===== src/rtl/sataPisPkg.sv =====
package sataPisPkg;
  localparam int STS_W  = 8;
  localparam int DIAG_W = 2;

  localparam int B_D2H  = 0;
  localparam int B_PIO  = 1;
  localparam int B_DMA  = 2;
  localparam int B_SDB  = 3;
  localparam int B_UNK  = 4;
  localparam int B_DESC = 5;
  localparam int B_CONN = 6;
  localparam int B_ILCK = 7;

  localparam int D_UNK  = 0;
  localparam int D_CONN = 1;

  // Bits that software clears by writing one to the status register
  localparam logic [STS_W-1:0] W1C_MASK = STS_W'((1 << B_D2H) | (1 << B_PIO) | (1 << B_DMA) |
                                                 (1 << B_SDB) | (1 << B_DESC) | (1 << B_ILCK));

  typedef struct packed {
    logic [STS_W-1:0]  setMask;
    logic [STS_W-1:0]  clrMask;
    logic [DIAG_W-1:0] diagSet;
    logic [DIAG_W-1:0] diagClr;
  } pisStrobe_t;
endpackage


===== src/rtl/pisCtrl.sv =====
module pisCtrl
  import sataPisPkg::*;
#(
  parameter int DATA_W = 32
) (
  input  logic              clk,
  input  logic              rstN,
  input  logic              evtD2hCopied,
  input  logic              evtPioCopied,
  input  logic              evtPioDataDone,
  input  logic              evtDmaCopied,
  input  logic              evtSdbCopied,
  input  logic              frameIrqBit,
  input  logic              evtUnkDetect,
  input  logic              evtUnkPosted,
  input  logic              evtDescDone,
  input  logic              evtConnChange,
  input  logic              evtInterlockToggle,
  input  logic              capInterlock,
  input  logic              regWrEn,
  input  logic              regWrSel,
  input  logic [DATA_W-1:0] regWrData,
  output pisStrobe_t        strobes
);
  localparam int N_FRAME = 3;

  logic               pioPending;
  logic               pioArm;
  logic [N_FRAME-1:0] frameEvt;
  logic [STS_W-1:0]   setNext;

  // PIO setup that carried the interrupt bit waits for its data
  assign pioArm = evtPioCopied && frameIrqBit;

  always_ff @(posedge clk) begin
    if (!rstN)               pioPending <= 1'b0;
    else if (evtPioDataDone) pioPending <= 1'b0;
    else if (pioArm)         pioPending <= 1'b1;
  end

  assign frameEvt = {evtSdbCopied, evtDmaCopied, evtD2hCopied};

  always_comb begin
    setNext = '0;
    for (int k = 0; k < N_FRAME; k++) begin
      case (k)
        0:       setNext[B_D2H] = frameEvt[k] && frameIrqBit;
        1:       setNext[B_DMA] = frameEvt[k] && frameIrqBit;
        default: setNext[B_SDB] = frameEvt[k] && frameIrqBit;
      endcase
    end
    setNext[B_PIO]  = evtPioDataDone && (pioPending || pioArm);
    setNext[B_DESC] = evtDescDone;
    setNext[B_UNK]  = evtUnkPosted;
    setNext[B_ILCK] = evtInterlockToggle && capInterlock;
  end

  always_comb begin
    strobes = '0;
    strobes.setMask = setNext;
    strobes.diagSet[D_UNK]  = evtUnkDetect;
    strobes.diagSet[D_CONN] = evtConnChange;
    if (regWrEn && !regWrSel) strobes.clrMask = regWrData[STS_W-1:0] & W1C_MASK;
    if (regWrEn && regWrSel)  strobes.diagClr = regWrData[DIAG_W-1:0];
  end

  AST_PIO_NEEDS_DATA: assert property (@(posedge clk) disable iff (!rstN)
    strobes.setMask[B_PIO] |-> evtPioDataDone);
  AST_CLR_ONLY_ON_WRITE: assert property (@(posedge clk) disable iff (!rstN)
    (|strobes.clrMask || |strobes.diagClr) |-> regWrEn);
endmodule


===== src/rtl/pisData.sv =====
module pisData
  import sataPisPkg::*;
#(
  parameter int DATA_W = 32
) (
  input  logic              clk,
  input  logic              rstN,
  input  pisStrobe_t        strobes,
  input  logic              capInterlock,
  input  logic              regRdSel,
  input  logic [DATA_W-1:0] intEnable,
  output logic [DATA_W-1:0] rdData,
  output logic              portIrq
);
  localparam int PAD_S = DATA_W - STS_W;
  localparam int PAD_D = DATA_W - DIAG_W;

  logic [STS_W-1:0]  stsReg, stsNext, stsVis;
  logic [DIAG_W-1:0] diagReg, diagNext;

  // Diagnostic bits: set beats a write-one-to-clear
  for (genvar j = 0; j < DIAG_W; j++) begin : gDiag
    assign diagNext[j] = strobes.diagSet[j] ? 1'b1 :
                         strobes.diagClr[j] ? 1'b0 : diagReg[j];
  end

  always_comb begin
    stsNext = stsReg;
    for (int i = 0; i < STS_W; i++) begin
      if (i == B_CONN) begin
        stsNext[i] = 1'b0;  // storage unused, read from diagnostic
      end else if (i == B_UNK) begin
        if (strobes.setMask[i])                                           stsNext[i] = 1'b1;
        else if (strobes.diagClr[D_UNK] && !strobes.diagSet[D_UNK])      stsNext[i] = 1'b0;
      end else begin
        if (strobes.setMask[i])      stsNext[i] = 1'b1;
        else if (strobes.clrMask[i]) stsNext[i] = 1'b0;
      end
    end
    if (!capInterlock) stsNext[B_ILCK] = 1'b0;
  end

  always_ff @(posedge clk) begin
    if (!rstN) begin
      stsReg  <= '0;
      diagReg <= '0;
    end else begin
      stsReg  <= stsNext;
      diagReg <= diagNext;
    end
  end

  always_comb begin
    stsVis         = stsReg;
    stsVis[B_CONN] = diagReg[D_CONN];
    stsVis[B_ILCK] = stsReg[B_ILCK] && capInterlock;
  end

  assign rdData  = regRdSel ? {{PAD_D{1'b0}}, diagReg} : {{PAD_S{1'b0}}, stsVis};
  assign portIrq = |(stsVis & intEnable[STS_W-1:0]);

  AST_UNK_FOLLOWS_DIAG: assert property (@(posedge clk) disable iff (!rstN)
    ($fell(diagReg[D_UNK]) && !$past(strobes.setMask[B_UNK])) |-> !stsReg[B_UNK]);
  AST_UNK_NEEDS_POST: assert property (@(posedge clk) disable iff (!rstN)
    $rose(stsReg[B_UNK]) |-> $past(strobes.setMask[B_UNK]));
  AST_SET_WINS: assert property (@(posedge clk) disable iff (!rstN)
    1'b1 |=> ((($past(strobes.setMask) & W1C_MASK & ~STS_W'(1 << B_ILCK)) & ~stsReg) == '0));
  AST_ILCK_CAP: assert property (@(posedge clk) disable iff (!rstN)
    !capInterlock |=> !stsReg[B_ILCK]);
endmodule


===== src/rtl/sataPortIntStatus.sv =====
module sataPortIntStatus
  import sataPisPkg::*;
#(
  parameter int DATA_W = 32
) (
  input  logic              clk,
  input  logic              rstN,
  input  logic              evtD2hCopied,
  input  logic              evtPioCopied,
  input  logic              evtPioDataDone,
  input  logic              evtDmaCopied,
  input  logic              evtSdbCopied,
  input  logic              frameIrqBit,
  input  logic              evtUnkDetect,
  input  logic              evtUnkPosted,
  input  logic              evtDescDone,
  input  logic              evtConnChange,
  input  logic              evtInterlockToggle,
  input  logic              capInterlock,
  input  logic              regWrEn,
  input  logic              regWrSel,
  input  logic [DATA_W-1:0] regWrData,
  input  logic              regRdSel,
  input  logic [DATA_W-1:0] intEnable,
  output logic [DATA_W-1:0] rdData,
  output logic              portIrq
);
  pisStrobe_t strobes;

  pisCtrl #(.DATA_W(DATA_W)) u_ctrl (
    .clk(clk), .rstN(rstN),
    .evtD2hCopied(evtD2hCopied), .evtPioCopied(evtPioCopied),
    .evtPioDataDone(evtPioDataDone), .evtDmaCopied(evtDmaCopied),
    .evtSdbCopied(evtSdbCopied), .frameIrqBit(frameIrqBit),
    .evtUnkDetect(evtUnkDetect), .evtUnkPosted(evtUnkPosted),
    .evtDescDone(evtDescDone), .evtConnChange(evtConnChange),
    .evtInterlockToggle(evtInterlockToggle), .capInterlock(capInterlock),
    .regWrEn(regWrEn), .regWrSel(regWrSel), .regWrData(regWrData),
    .strobes(strobes)
  );

  pisData #(.DATA_W(DATA_W)) u_data (
    .clk(clk), .rstN(rstN), .strobes(strobes), .capInterlock(capInterlock),
    .regRdSel(regRdSel), .intEnable(intEnable), .rdData(rdData), .portIrq(portIrq)
  );
endmodule


===== config.mk =====
export PLATFORM = sky130hd
export DESIGN_NAME = sataPortIntStatus
export DESIGN_NICKNAME = d
export VERILOG_FILES = /design/src/rtl/sataPisPkg.sv /design/src/rtl/pisCtrl.sv /design/src/rtl/pisData.sv /design/src/rtl/sataPortIntStatus.sv
export SDC_FILE = /design/constraint.sdc
export NUM_CORES = 1
export LEC_CHECK = 0
export BUFFER_PORTS_ARGS = -buffer_cell sky130_fd_sc_hd__buf_2
export CORE_ASPECT_RATIO = 1.5
export CORE_MARGIN = 2
export CORE_UTILIZATION = 30
export CTS_CLUSTER_SIZE = 16
export DETAILED_ROUTE_END_ITERATION = 10
export PLACE_DENSITY = 0.88
export SLEW_MARGIN = 20
export SYNTH_ARGS = -nofsm -noshare
export SYNTH_HDL_FRONTEND = slang
export SYNTH_HIERARCHICAL = 1
export SYNTH_SLANG_ARGS = --single-unit

===== constraint.sdc =====
create_clock -name clk -period 0.9 [get_ports clk]
set_input_delay 0.09 -clock clk [delete_from_list [all_inputs] [get_ports clk]]
set_output_delay 0.09 -clock clk [all_outputs]
set_load 0.02 [all_outputs]

Yosys cells after proc, flatten, opt, wreduce, memory -nomap -nowiden
Index checks and enable logic that the tools add are counted.

operators by class
  reduce and logical (&&, ||, !) cells = 25
  multiplexer cells = 21
  bitwise logic cells = 2

operators with widths
  operator             number
  1-bit two-way mux    18
  2-bit nonzero test   9
  8-bit two-way mux    2
  1-bit logical AND    10
  8-bit AND            1
  8-bit OR reduction   1
  1-bit zero test      2
  2-bit two-way mux    1
  2-bit AND reduction  1
  2-bit OR reduction   1
  1-bit logical OR     1
  1-bit inverter       1

word-level totals
  input bits = 81
  register bits = 10
  output and inout bits = 33
  logic and storage cells = 58

Longest topological paths before layout
Gate-level depths: netlist (run 1).

  depth after elaboration = 5
  gate-level depth with buffers = 5
  mapped depth without buffers = 5

Cells and area by module
Netlist (run 1), hierarchy kept.

modules (own cells, without submodules)
  module   instances  cells an instance  area an instance (um2)  seq. area each (um2)
  pisData  1          70                 604.3                   180.2
  pisCtrl  1          25                 188.9                   20.0

Least setup slack after synthesis (run 1)
No wires, ideal clock.

  path kind = reg2out
  start point = register u_data.stsReg[1]
  end point = output portIrq
  data arrival time = 0.870 ns
  cell stages (with the launch flop) = 4
  slack = -0.060 ns
  data required time = 0.810 ns
  buffers on the path = 0
  cell sequence = dfxtp_1 -> a22o_1 -> a221oi_2 -> nand3_1

on the way
  word-level cells in the longest chain between the ends = 2

ends and longest elaborated chain
  item                    line                     source
  start, declared         pisData.sv:18            logic [STS_W-1:0] stsReg, stsNext, stsVis;
  start signal, assigned  pisData.sv:48            stsReg <= stsNext;
  8-bit AND               pisData.sv:60            assign portIrq = |(stsVis & intEnable[STS_W-1:0]);
  8-bit OR reduction      pisData.sv:60
  end, declared           sataPortIntStatus.sv:26  output logic portIrq

Every way passes these cells.

Worst setup path after layout (run 1)
  start point = register u_data.stsReg[3]
  end point = output portIrq

The elaborated chain is that of the path after synthesis.

==> out/results.tsv, run 1 <==
metric	value	unit
p_per_area	1260	nW/um2
overflow	0	
dp_hpwl	1.372	mm
core	2450	um2
r2r_slack	-0.02	ns
path_cells	a222oi_1 > nand3_2 > buf_6	
drive_above_1_share	49.62	%
dieArea	2985	um2
numCtsBuffers	3	
cp.depth	3	
die_h	65.93	um
required	0.81	ns
reg2reg_depth	4	
wire_per_inst	11.50	um
gp_congestion	0.6734	
reg2reg_to	u_data/stsReg[0]	
rsz0062_at_grt	true	
io_buffer_count	39	
cts_sinks	10	
avgViaCountPerCell	4.350	
cp.arrival	1.25	ns
p_leak	0.0005390	uW
final_nets	215	
crit_path_max_incr_delay	0.39	ns
end_kind	output pin	
stdcell_area	1051	um2
crit_path_start	u_data/stsReg[3]	
antenna_found_initial	0	
nFillCells	268	
critPathKind	reg -> out	
endpoint	portIrq	
utilization	42.90	%
grt_usage	12.13	%
hold_class	in -> reg	
holdPathStages	2	
cts_root_buf	clkbuf_4	
start_util	31.31	%
postPlaceCellArea	890.9	um2
clockBufferDepth	2	
rows	22	
via_count	683	
finalClockSkew	0.0005216	ns
drt-pass1-iter-count	5	
die_x	45.29	um
wirelength	1.806	mm
cp_max_fo	3	
ant_nets	0	
startpoint_type	flip-flop	
diodes	0	
hold-worst-slack	0.03616	ns
clkLatencyLatePin	0.26	ns
hold_viol	0	
cts_tree	yes	
r2r_start	u_data/stsReg[0]	
route.detailed.drc	0	
ioPinCount	114	
max_cap_violations	0	
htreeDepth	1	
area_growth	37.03	%
cp_num_buf_inv	1	
grt_pass1_vias	611	
cpMaxStageDelayCell	a222oi_1	
status	complete, but fails checks	
drtIter0Drc	6	
violations	setup timing	
grt_pass1_wl	2.622	mm
clk_pin_slew	0.07	ns
finalCritPeriodShare	148.8	%
synth_area	767.0	um2
critPathTopFamily	compound AO/OA/AOI/OAI gates	
ir_drop	0.8670	mV
syn_inst	91	
synth.avg_cell_area	8.428	um2
setup_viol	10	
yosys_warnings	6	
period_minus_slack	1.340	ns
fin_ws	-0.4395	ns
fmax	746.5	MHz
grt_max_degree	11	
slew_viol_final	0	
[how the worst min path moves through the flow]
stage / slack, ns / end / startpoint
CTS: 0.02 / u_data/stsReg[5] / evtDescDone
global route: 0.04 / u_data/diagReg[1] / evtConnChange
finish: 0.04 / u_data/stsReg[5] / evtDescDone
detailed placement: 0.28 / u_ctrl/pioPending / evtPioDataDone
floorplan: 0.16 / u_ctrl/pioPending / evtPioDataDone
global placement: 0.27 / u_ctrl/pioPending / evtPioDataDone
[stage by stage]
step / worst slack [ns] / instances / power (uW) / setup TNS [ns]
floorplan: -0.02489 / 114 / 816.3 / -0.02489
global placement: -0.1336 / 151 / 850.9 / -0.1431
detailed placement: -0.1924 / 151 / 853.5 / -0.2127
CTS: -0.4977 / 157 / 1325 / -1.715
global route: -0.5403 / 157 / 1398 / -2.024
finish: -0.4395 / 157 / 1324 / -1.548
[flip-flops by register name (all words and copies together), names as in the netlist]
name,count
u_data/diagReg,2
u_data/stsReg,7
u_ctrl/pioPending,1
[layout make-up]
type                            instances  area [um2]  share of cell area [%]
Clock buffer                            4       36.28                   3.452
Inverter                                1       3.754                  0.3571
Sequential cell                        10       211.5                   20.12
Multi-Input combinational cell         74       478.0                   45.48
Tap cell                               24       30.03                   2.857
Timing Repair Buffer                   44       291.5                   27.74
[routing by layer]
layer | GRT usage [%] | vias to the layer above | routed length (um)
met2 | 20.54 | 48 | 915
met3 | 1.913 | 2 | 155
met5 | 0 | - | 0
met4 | 5.515 | 0 | 14
met1 | 14.43 | 304 | 721
li1 | - | 329 | -
[layout by cell type, fill, tap and decap left out]
| cell type | count |
|---|---|
| buf_6 | 9 |
| buf_4 | 4 |
| nor2_1 | 1 |
| and2_1 | 10 |
| a22o_1 | 1 |
| nand2_2 | 1 |
| a21oi_2 | 1 |
| clkbuf_4 | 3 |
| nand3_2 | 1 |
| a221oi_2 | 1 |
| nor2b_1 | 11 |
| nand2b_1 | 1 |
| dfxtp_2 | 6 |
| dfxtp_4 | 1 |
| a21oi_1 | 2 |
| inv_1 | 1 |
| nand2_1 | 1 |
| dfxtp_1 | 3 |
| nand3_1 | 1 |
| o21a_1 | 7 |
| a222oi_1 | 1 |
| nor3b_2 | 1 |
| conb_1 | 24 |
| mux2_4 | 2 |
| nor2b_4 | 4 |
| and3_1 | 2 |
| buf_2 | 30 |
| dlygate4sd3_1 | 1 |
| clkbuf_8 | 1 |
| nor2_2 | 1 |
[where the power goes]
part,total [uW],leakage (uW),internal [uW],switching [uW]
logic,425,0.000433,196,229
registers,494,0.0000854,473,20.5
clock network,406,0.0000210,245,160
total,1320,0.000539,915,409
[what timing repair did]
action,CTS,global route
gates resized for setup,25,13
hold buffers,1,0
pin swaps,2,2
buffers inserted,1,2
endpoints found under the setup margin,9,11
hold endpoints to repair,1,0
[worst register-to-register path, cell delays in order (launching register included)]
cell and delay (ns):
dfxtp_2 0.32, buf_4 0.12, buf_6 0.10, nor2b_1 0.11, o21a_1 0.16
(Power assumes the default switching activity.)
==> run 2: changes to the inputs <==
--- a/config.mk
+++ b/config.mk
@@ -8,12 +8,10 @@
 export BUFFER_PORTS_ARGS = -buffer_cell sky130_fd_sc_hd__buf_2
 export CORE_ASPECT_RATIO = 1.5
 export CORE_MARGIN = 2
-export CORE_UTILIZATION = 30
+export CORE_UTILIZATION = 27
 export CTS_CLUSTER_SIZE = 16
 export DETAILED_ROUTE_END_ITERATION = 10
-export PLACE_DENSITY = 0.88
-export SLEW_MARGIN = 20
+export PLACE_DENSITY = 0.86
 export SYNTH_ARGS = -nofsm -noshare
 export SYNTH_HDL_FRONTEND = slang
-export SYNTH_HIERARCHICAL = 1
 export SYNTH_SLANG_ARGS = --single-unit
==> constraint.sdc (replaced) <==
create_clock -name clk -period 1.45 [get_ports clk]
set_input_delay 0.145 -clock clk [delete_from_list [all_inputs] [get_ports clk]]
set_output_delay 0.145 -clock clk [all_outputs]
set_load 0.02 [all_outputs]
==> run 2 against run 1 <==
Net effect: synthesized cell count fell by 9.9%; the flow now finishes without violations; first-iteration DRC count fell by 17%; synthesized area fell by 12%; sequential share of layout area rose by 4.0 points; utilization fell by 8.6 points; non-clock buffer count fell by 5; worst setup slack improved by 0.50 ns; global-route usage fell by 2.4 points; critical path depth rose by 1; final cell count fell by 6.4%; largest power group unchanged.
==> out/results.tsv, run 2 <==
metric	value	unit
status	finished clean	
synth_top_cell_by_area	dfxtp_1	
yosys-top-cells-count	buf_4, dfxtp_1, nor2b_1, a21boi_1, nand2_1	
max_cap_violations	0	
path_cells	a22o_1 > a221oi_2 > nand3_1 > buf_2	
cpMaxStageDelayCell	dfxtp_1	
io_buffer_count	39	
ioPinCount	114	
synth_cell_type_count	22	
final_nets	206	
gp_congestion	0.6908	
rsz0062_at_grt	true	
rows	22	
synth-seq-area-share	29.57	%
p_per_area	820.3	nW/um2
dp_hpwl	1.284	mm
async_flop_share	0	%
ir_drop	0.2549	mV
dp.cells	144	
startpoint_type	flip-flop	
critPathKind	reg -> out	
post-cts-setup-buffer-count	0	
dieArea	2932	um2
htreeDepth	1	
required	1.31	ns
die_x	44.88	um
wirelength	1.431	mm
critPathTopFamily	compound AO/OA/AOI/OAI gates	
start_util	27.94	%
cts_root_buf	clkbuf_4	
reg_top3	u_data.stsReg: 7 flops, u_data.diagReg: 2 flops, u_ctrl.pioPending: 1 flops	
numCtsBuffers	3	
drt-pass1-iter-count	4	
cp_num_buf_inv	1	
layout_commonest_cell	buf_2	
cts_tree	yes	
finalCritPeriodShare	95.69	%
cts_resized	0	
total_power	681.5	uW
end_kind	output pin	
grt_pass1_vias	533	
fin_ws	0.06250	ns
via_count	618	
overflow	0	
postPlaceCellArea	808.3	um2
regMostFlops	u_data.stsReg	
yosys_warnings	0	
synth_edf_count	0	
synth_flop_cell	dfxtp_1	
crit_path_max_incr_delay	0.33	ns
die_h	65.33	um
yosys.cell_count.top_type	buf_4	
hold_class	in -> reg	
synth_area	676.9	um2
place_ws	0.3248	ns
avgViaCountPerCell	4.204	
fin_cells	147	
cp_max_fo	3	
clockBufferDepth	2	
stdcell_area	830.8	um2
grt_usage	9.743	%
r2r_slack	0.71	ns
period_minus_slack	1.387	ns
fmax	720.7	MHz
synth.avg_cell_area	8.255	um2
core	2422	um2
ant_nets	0	
cts_sinks	10	
diodes	0	
yosys-top-cells-area	dfxtp_1, buf_4, nor2b_1, a21boi_1, mux2_2	
clkLatencyLatePin	0.25	ns
route.detailed.drc	0	
hold_buffers	0	
largest_reg_flops	7	
finalClockSkew	0.00003170	ns
syn_inst	82	
drtIter0Drc	5	
ys_seq_elements	10	
slew_viol_final	0	
grt_max_degree	11	
wire_per_inst	9.735	um
drive_above_1_share	36.59	%
hold_viol	0	
area_growth	22.74	%
setup_viol	0	
clk_pin_slew	0.06	ns
synth.top_cell.area_share	29.57	%
final_cell_mix	buf_2, conb_1, dfxtp_1, nor2b_1, a21boi_1	
utilization	34.30	%
grt_pass1_wl	2.097	mm
cp.arrival	1.24	ns
p_leak	0.0004723	uW
antenna_found_initial	0	
## run 2: layer usage
metal  vias to the layer above  GRT usage, %  wire length [um]
li1                        311             -                 -
met1                       262         9.933               479
met2                        43         17.57               729
met3                         2         2.747               211
met4                         0         4.412                10
met5                         -             0                 0
## run 2: final timing paths
check              startpoint          endpoint  depth (start not counted)
min reg2reg  u_data.stsReg[2]  u_data.stsReg[2]                          2
min               evtDescDone  u_data.stsReg[5]                          2
max          u_data.stsReg[1]           portIrq                          4
max reg2reg  u_data.stsReg[7]  u_data.stsReg[7]                          2
## run 2: cell families (layout without fill, tap and decap cells)
logic type | Yosys count | count (layout) | synth area share (%)
simple gates | 22 | 22 | 17.19
other cells | 1 | 24 | 0.5540
buf+inv | 28 | 46 | 28.83
mux | 2 | 2 | 3.327
compound gates | 19 | 19 | 20.52
flops | 10 | 10 | 29.57
## run 2: area by class of cell
class                   instances  area (um2)
fillers                       281        1592
multi-input cells              67       367.9
flip-flops and latches         10       200.2
repair buffers                 39       195.2
well taps                      24       30.03
clock buffers                   3       22.52
inverters                       4       15.01
## run 2: power breakdown
group | switching [uW] | internal, uW
Clock | 81.8 | 95.2
Sequential | 11.7 | 293
Combinational | 126 | 74.3
Total | 219 | 462
## run 2: per-stage QoR
| step | TNS [ns] | hold slack, ns |
|---|---|---|
| 2_1_floorplan | 0 | 0.2625 |
| 3_5_place_dp | 0 | 0.3717 |
| 3_3_place_gp | 0 | 0.3562 |
| 5_1_grt | -0.02821 | 0.1011 |
| 4_1_cts | 0 | 0.09792 |
| 6_report | 0 | 0.1083 |
